--- src/rtl/mprx_pkg.sv ---
package mprx_pkg;
    typedef enum logic [2:0] {
        S_IDLE, S_START, S_DATA, S_PAR, S_MPB, S_STOP
    } rx_state_e;

    typedef struct packed {
        logic par_odd;  // bit 5
        logic par_en;   // bit 4
        logic wake;     // bit 3
        logic mp_fmt;   // bit 2
        logic irq_en;   // bit 1
        logic rx_on;    // bit 0
    } rx_ctrl_t;

    localparam int CTRL_W = $bits(rx_ctrl_t);
endpackage

--- src/rtl/mprx_sync_vote.sv ---
module mprx_sync_vote (
    input  logic clk,
    input  logic rst_n,
    input  logic tick,
    input  logic rxd,
    output logic rx_s,
    output logic vote
);
    logic [1:0] sync_q;
    logic [2:0] smp_q;

    always_ff @(posedge clk or negedge rst_n) begin
        if (!rst_n) begin
            sync_q <= '1;
            smp_q  <= '1;
        end else begin
            sync_q <= {sync_q[0], rxd};
            if (tick) smp_q <= {smp_q[1:0], sync_q[1]};
        end
    end

    assign rx_s = sync_q[1];
    assign vote = (smp_q[0] & smp_q[1]) | (smp_q[0] & smp_q[2]) | (smp_q[1] & smp_q[2]);
endmodule

--- src/rtl/mprx_fsm.sv ---
module mprx_fsm #(
    parameter int DW  = 8,
    parameter int OSR = 16
) (
    input  logic          clk,
    input  logic          rst_n,
    input  logic          tick,
    input  logic          en,
    input  logic          rx_s,
    input  logic          vote,
    input  logic          par_en,
    input  logic          par_odd,
    input  logic          mp_fmt,
    output logic          done,
    output logic [DW-1:0] data,
    output logic          mpb,
    output logic          frm_err,
    output logic          par_err
);
    import mprx_pkg::*;

    localparam int CW  = $clog2(OSR);
    localparam int BW  = (DW > 1) ? $clog2(DW) : 1;
    localparam int MID = OSR / 2;

    rx_state_e       state_q, state_d;
    logic [CW-1:0]   cnt_q;
    logic [BW-1:0]   idx_q;
    logic [DW-1:0]   sh_q;
    logic            par_bit_q;
    logic            at_mid, at_end;

    assign at_mid = tick && (cnt_q == CW'(MID));
    assign at_end = tick && (cnt_q == CW'(OSR - 1));

    always_ff @(posedge clk or negedge rst_n) begin
        if (!rst_n) state_q <= S_IDLE;
        else        state_q <= state_d;
    end

    always_comb begin
        state_d = state_q;
        unique case (state_q)
            S_IDLE:  if (tick && !rx_s) state_d = S_START;
            S_START: if (at_mid && vote) state_d = S_IDLE;
                     else if (at_end) state_d = S_DATA;
            S_DATA:  if (at_end && idx_q == BW'(DW - 1))
                         state_d = par_en ? S_PAR : (mp_fmt ? S_MPB : S_STOP);
            S_PAR:   if (at_end) state_d = mp_fmt ? S_MPB : S_STOP;
            S_MPB:   if (at_end) state_d = S_STOP;
            S_STOP:  if (at_mid) state_d = S_IDLE;
            default: state_d = S_IDLE;
        endcase
        if (!en) state_d = S_IDLE;
    end

    always_ff @(posedge clk or negedge rst_n) begin
        if (!rst_n) begin
            cnt_q <= '0; idx_q <= '0; sh_q <= '0; par_bit_q <= 1'b0;
            mpb <= 1'b0; frm_err <= 1'b0; par_err <= 1'b0; done <= 1'b0;
        end else begin
            done <= 1'b0;
            if (state_q == S_IDLE) begin
                cnt_q <= '0;
                idx_q <= '0;
            end else if (tick) begin
                cnt_q <= (cnt_q == CW'(OSR - 1)) ? '0 : cnt_q + 1'b1;
            end
            if (state_q == S_DATA && at_end) idx_q <= idx_q + 1'b1;
            if (at_mid) begin
                unique case (state_q)
                    S_START: mpb <= 1'b0;
                    S_DATA:  sh_q <= {vote, sh_q[DW-1:1]};
                    S_PAR:   par_bit_q <= vote;
                    S_MPB:   mpb <= vote;
                    S_STOP: begin
                        frm_err <= !vote;
                        par_err <= par_en && (par_bit_q != ((^sh_q) ^ par_odd));
                        done    <= en;
                    end
                    default: ;
                endcase
            end
        end
    end

    assign data = sh_q;

    // a frame report lasts exactly one cycle
    p_done_pulse_r2: assert property (@(posedge clk) disable iff (!rst_n)
        done |=> !done);
    // disabling the receiver drops it to idle
    p_off_idle_r7: assert property (@(posedge clk) disable iff (!rst_n)
        !en |=> (state_q == S_IDLE));
    // the bit counter is parked while idle
    p_idle_cnt_r12: assert property (@(posedge clk) disable iff (!rst_n)
        (state_q == S_IDLE && $past(state_q) == S_IDLE) |-> (cnt_q == '0));
endmodule

--- src/rtl/mpuart_rx.sv ---
module mpuart_rx #(
    parameter int DW  = 8,
    parameter int OSR = 16
) (
    input  logic          clk,
    input  logic          rst_n,
    input  logic          tick16,
    input  logic          rxd,
    input  logic          ctrl_we,
    input  logic [5:0]    ctrl_wd,
    input  logic          stat_we,
    input  logic [3:0]    stat_wd,
    input  logic          data_rd,
    output logic [5:0]    ctrl_q,
    output logic [DW-1:0] rx_data,
    output logic [4:0]    rx_stat,
    output logic          rx_pin_own,
    output logic          irq_rx,
    output logic          irq_err
);
    import mprx_pkg::*;

    rx_ctrl_t      ctrl;
    logic          full, ovr, frm, par, mpb_s;
    logic [DW-1:0] rdr;
    logic          rx_s, vote;
    logic          f_done, f_mpb, f_frm, f_perr;
    logic [DW-1:0] f_data;
    logic          gate, discard, wake_hit;

    mprx_sync_vote u_sync (
        .clk(clk), .rst_n(rst_n), .tick(tick16), .rxd(rxd),
        .rx_s(rx_s), .vote(vote)
    );

    mprx_fsm #(.DW(DW), .OSR(OSR)) u_fsm (
        .clk(clk), .rst_n(rst_n), .tick(tick16), .en(ctrl.rx_on),
        .rx_s(rx_s), .vote(vote), .par_en(ctrl.par_en), .par_odd(ctrl.par_odd),
        .mp_fmt(ctrl.mp_fmt), .done(f_done), .data(f_data), .mpb(f_mpb),
        .frm_err(f_frm), .par_err(f_perr)
    );

    assign gate     = ctrl.mp_fmt && ctrl.wake;
    assign discard  = f_done && gate && !f_mpb;
    assign wake_hit = f_done && gate && f_mpb;

    always_ff @(posedge clk or negedge rst_n) begin
        if (!rst_n) begin
            ctrl <= '0; rdr <= '0;
            full <= 1'b0; ovr <= 1'b0; frm <= 1'b0; par <= 1'b0; mpb_s <= 1'b0;
        end else begin
            if (ctrl_we)       ctrl <= rx_ctrl_t'(ctrl_wd);
            else if (wake_hit) ctrl.wake <= 1'b0;
            if (stat_we) begin
                full <= full & stat_wd[0];
                ovr  <= ovr  & stat_wd[1];
                frm  <= frm  & stat_wd[2];
                par  <= par  & stat_wd[3];
            end
            if (data_rd) full <= 1'b0;
            if (f_done && !discard) begin
                if (full) begin
                    ovr <= 1'b1;
                end else begin
                    rdr   <= f_data;
                    mpb_s <= f_mpb;
                    full  <= 1'b1;
                    if (f_frm)  frm <= 1'b1;
                    if (f_perr) par <= 1'b1;
                end
            end
        end
    end

    assign ctrl_q     = ctrl;
    assign rx_data    = rdr;
    assign rx_stat    = {mpb_s, par, frm, ovr, full};
    assign rx_pin_own = ctrl.rx_on;
    assign irq_rx     = ctrl.irq_en && full;
    assign irq_err    = ctrl.irq_en && (ovr || frm || par);

    // overrun sets its flag and leaves the held character alone
    p_ovr_hold_r5: assert property (@(posedge clk) disable iff (!rst_n)
        (f_done && !discard && full && !stat_we) |=> (rx_stat[1] && $stable(rx_data)));
    // a filtered frame touches no status bit and no data
    p_wake_drop_r8: assert property (@(posedge clk) disable iff (!rst_n)
        (discard && !stat_we && !data_rd) |=> ($stable(rx_stat) && $stable(rx_data)));
    // an accepted marker frame disarms the filter
    p_wake_clear_r9: assert property (@(posedge clk) disable iff (!rst_n)
        (wake_hit && !ctrl_we) |=> !ctrl_q[3]);
    // an all-ones clear mask leaves the error flags in place
    p_keep_ones_r11: assert property (@(posedge clk) disable iff (!rst_n)
        (stat_we && (&stat_wd) && !data_rd && !f_done) |=> $stable(rx_stat));
endmodule

--- config.mk ---
export PLATFORM = sky130hd
export DESIGN_NAME = mpuart_rx
export DESIGN_NICKNAME = d
export VERILOG_FILES = /design/src/rtl/mprx_pkg.sv /design/src/rtl/mprx_sync_vote.sv /design/src/rtl/mprx_fsm.sv /design/src/rtl/mpuart_rx.sv
export SDC_FILE = /design/constraint.sdc
export NUM_CORES = 1
export LEC_CHECK = 0
export BUFFER_PORTS_ARGS = -buffer_cell sky130_fd_sc_hd__buf_4
export CORE_MARGIN = 2
export CORE_UTILIZATION = 40
export CTS_BUF_LIST = sky130_fd_sc_hd__clkbuf_4 sky130_fd_sc_hd__clkbuf_8
export CTS_CLUSTER_DIAMETER = 100
export CTS_CLUSTER_SIZE = 14
export DETAILED_ROUTE_END_ITERATION = 16
export GPL_ROUTABILITY_DRIVEN = 0
export PLACE_DENSITY = 0.7
export SLEW_MARGIN = 10
export SYNTH_ARGS = -nofsm -noshare
export SYNTH_HDL_FRONTEND = slang
export SYNTH_SLANG_ARGS = --single-unit
--- constraint.sdc ---
create_clock -name clk -period 2.2 [get_ports clk]
set_input_delay 0.22 -clock clk [delete_from_list [all_inputs] [get_ports clk]]
set_output_delay 0.22 -clock clk [all_outputs]
set_load 0.02 [all_outputs]
==> impl_metrics.yaml <==
run_status:
  outcome: "complete, no violations"
setup_path:
  critPathCapture: "u_fsm.state_q[1]$_DFFE_PN0P_"
  crit_type: "reg2reg"
  critPathCaptureType: "register"
  cp-startpoint: "u_fsm.cnt_q[0]$_DFFE_PN0P_"
  required_ns: 2.39
  worstPathArrival_ns: 2.07
  path_cells: "inv_1 -> ha_1 -> nand4b_1 -> nor3b_1 -> o22ai_1 -> a21oi_2 -> mux2_4"
  worstPathMaxFanout: 6
  max_stage_delay_ns: 0.44
  rr_startpoint: "u_fsm.cnt_q[0]$_DFFE_PN0P_"
  cp_slowest_cell: "dfrtp_1"
  ff2ff_setup_slack_ns: 0.32
  startpoint_type: "register"
  rr_worst_depth: 7
  r2r-end: "u_fsm.state_q[1]$_DFFE_PN0P_"
sta:
  hold_violations: 0
  layout_worst_path_cycle_share_pct: 85.6
  fin_worst_skew_ns: 0.00940
  fin_setup_tns_ns: 0
  report.final.slew_viol_count: 0
  timing.hold.ws_ns: 0.0336
  fmax_mhz: 531
  rsz0062_at_grt: "no"
  finalSetupViolCount: 0
  worst_pin_slew_ns: 0.585
  relSlewSlack_pct: 61.0
  min_period_ns: 1.88
detailed_routing:
  drt_wl_total_mm: 3.86
  vias: 1525
  vias_per_cell: 5.05
  first_iter_violations: 148
  final_antenna_net_count: 0
  drc: 0
  wl_per_cell_microns: 12.8
  first_pass_iters: 4
placement:
  port_buffers: 38
  hpwl_mm: 2.78
  placed_area_sq_um: 2520
global_routing:
  grt_pass1_wl_mm: 6.72
  grt_max_degree: 48
  antenna_found_initial: 0
  grt_use_total_pct: 13.5
  overflow: 0
  grt_pass1_vias: 1497
finish:
  postLayoutCoreUtil_pct: 49.0
  layout_commonest_cell: "dfrtp_1"
  syn_to_final_growth_pct: 19.1
  multi_input_area_sq_um: 912
  design_area_sq_um: 2670
  layout-drive-gt1-share_pct: 35.2
  final_cell_mix: "dfrtp_1 (42), buf_4 (39), mux2_2 (24), nand2_1 (17), o21ai_0 (17)"
  nets: 250
  seq_area_sq_um: 1180
  fillers: 483
  n_antenna_cell: 0
clock_tree:
  tritoncts: "yes"
  cts.path.max_buffers: 2
  cts_made_buffers: 5
  ctsHoldBuffers: 1
  post_cts_buffers: 0
  cts.sinks: 47
  cts_resized: 0
  worstSkewPairLatency_ns: 0.30
  cts_root_buf: "clkbuf_8"
  clkTransAtPathRegs_ns: 0.08
  htreeDepth: 2
synthesis:
  ys_types: 40
  synth_top_flop_cell: "dfrtp_1"
  synth_nets: 218
  synthCells: 197
  synth-seq-cells: 47
  ys_seq_area_share_pct: 52.8
  yosysWarnings: 0
  synth-edff-count: 0
  syn_area_per_cell_sq_um: 11.4
  async_flop_share_pct: 100
  synth.cell_area_sq_um: 2240
worst_hold_path:
  holdCritPathClass: "in2reg"
flow_run:
  cap_violations: 0
floorplanning:
  rows: 27
  top_level_ports: 39
  dieArea_sq_um: 6210
  chipWidth_microns: 78.8
  die_h_microns: 78.8
  coreArea_sq_um: 5440
  initial_utilization_pct: 41.2
pwr:
  peakVddDrop_uv: 425
  powerDensity_nw_per_um2: 863
  p_leak_nw: 1.25
-- through the flow --
stage | instances | total power (W) | worst slack (ns)
4_1_cts | 302 | 0.00232 | 0.332
2_1_floorplan | 197 | 0.00143 | 0.493
3_5_place_dp | 293 | 0.00157 | 0.342
6_report | 302 | 0.00230 | 0.318
5_1_grt | 302 | 0.00244 | 0.156
3_3_place_gp | 293 | 0.00156 | 0.403
-- routing by layer --
layer | vias to the layer above | GRT usage (%) | routed length (microns)
met2 | 33 | 22.8 | 1900
met4 | 0 | 5.09 | 66
met1 | 747 | 17.2 | 1720
li1 | 738 | - | -
met3 | 7 | 2.84 | 174
met5 | - | 0 | 0
-- synthesized netlist by cell type, drive strengths merged (4+ instances only) --
library cell	instances	area [sq um]
inv	11	41.3
ha	4	50.1
dfrtp	42	1050
xnor2	9	78.8
nor2	12	45.0
nand2	17	63.8
a21oi	5	28.8
o21ai	17	85.1
dfstp	5	131
buf	13	93.8
mux2i	4	40.0
mux2	25	285
-- cell families after synthesis --
| family | synth area share [%] |
|---|---|
| compound gates | 9.50 |
| xor+xnor | 3.91 |
| fa+ha+maj | 2.68 |
| buf+inv | 6.43 |
| flops | 52.8 |
| mux | 14.5 |
| simple gates | 10.1 |
-- power breakdown --
part	internal [W]	total [W]	switching (W)
Clock	0.000466	0.000743	0.000276
Combinational	0.000232	0.000505	0.000273
Sequential	0.000937	0.00105	0.000115
Total	0.00164	0.00230	0.000665
-- area by class of cell --
| class | count | area share [%] |
|---|---|---|
| sequential | 47 | 44.4 |
| multi-input combinational | 124 | 34.2 |
| timing repair buffer | 40 | 11.4 |
| tap | 72 | 3.38 |
| clock buffer | 6 | 2.86 |
| clock inverter | 2 | 2.25 |
| inverter | 11 | 1.55 |
-- state kept, by name (all words and copies together) (netlist names), 2 cells and up --
register       cells
u_fsm.cnt_q        4
u_fsm.data         8
u_fsm.idx_q        3
u_sync.smp_q       3
ctrl_q             5
u_fsm.state_q      3
rx_data            8
u_sync.sync_q      2
-- worst min path at each step --
stage                     startpoint                    endpoint  slack (ns)  cells past startpoint
after floorplan                rst_n       ctrl_q[1]$_DFFE_PN0P_       -0.08                      0
after global placement         rst_n               ovr$_DFF_PN0_        0.26                      1
after detailed placement       rst_n               ovr$_DFF_PN0_        0.26                      1
after CTS                        rxd  u_sync.sync_q[0]$_DFF_PN1_        0.02                      1
after global routing             rxd  u_sync.sync_q[0]$_DFF_PN1_        0.02                      1
final                            rxd  u_sync.sync_q[0]$_DFF_PN1_        0.03                      1
-- critical path, delay by kind of cell, from the launching register on --
| family | cells | cell delay (ns) |
|---|---|---|
| simple gates | 2 | 0.46 |
| flops | 1 | 0.44 |
| compound gates | 2 | 0.33 |
| mux | 1 | 0.32 |
| fa+ha+maj | 1 | 0.15 |
| buf+inv | 1 | 0.08 |
No activity file was read; power rests on OpenSTA's default activity.
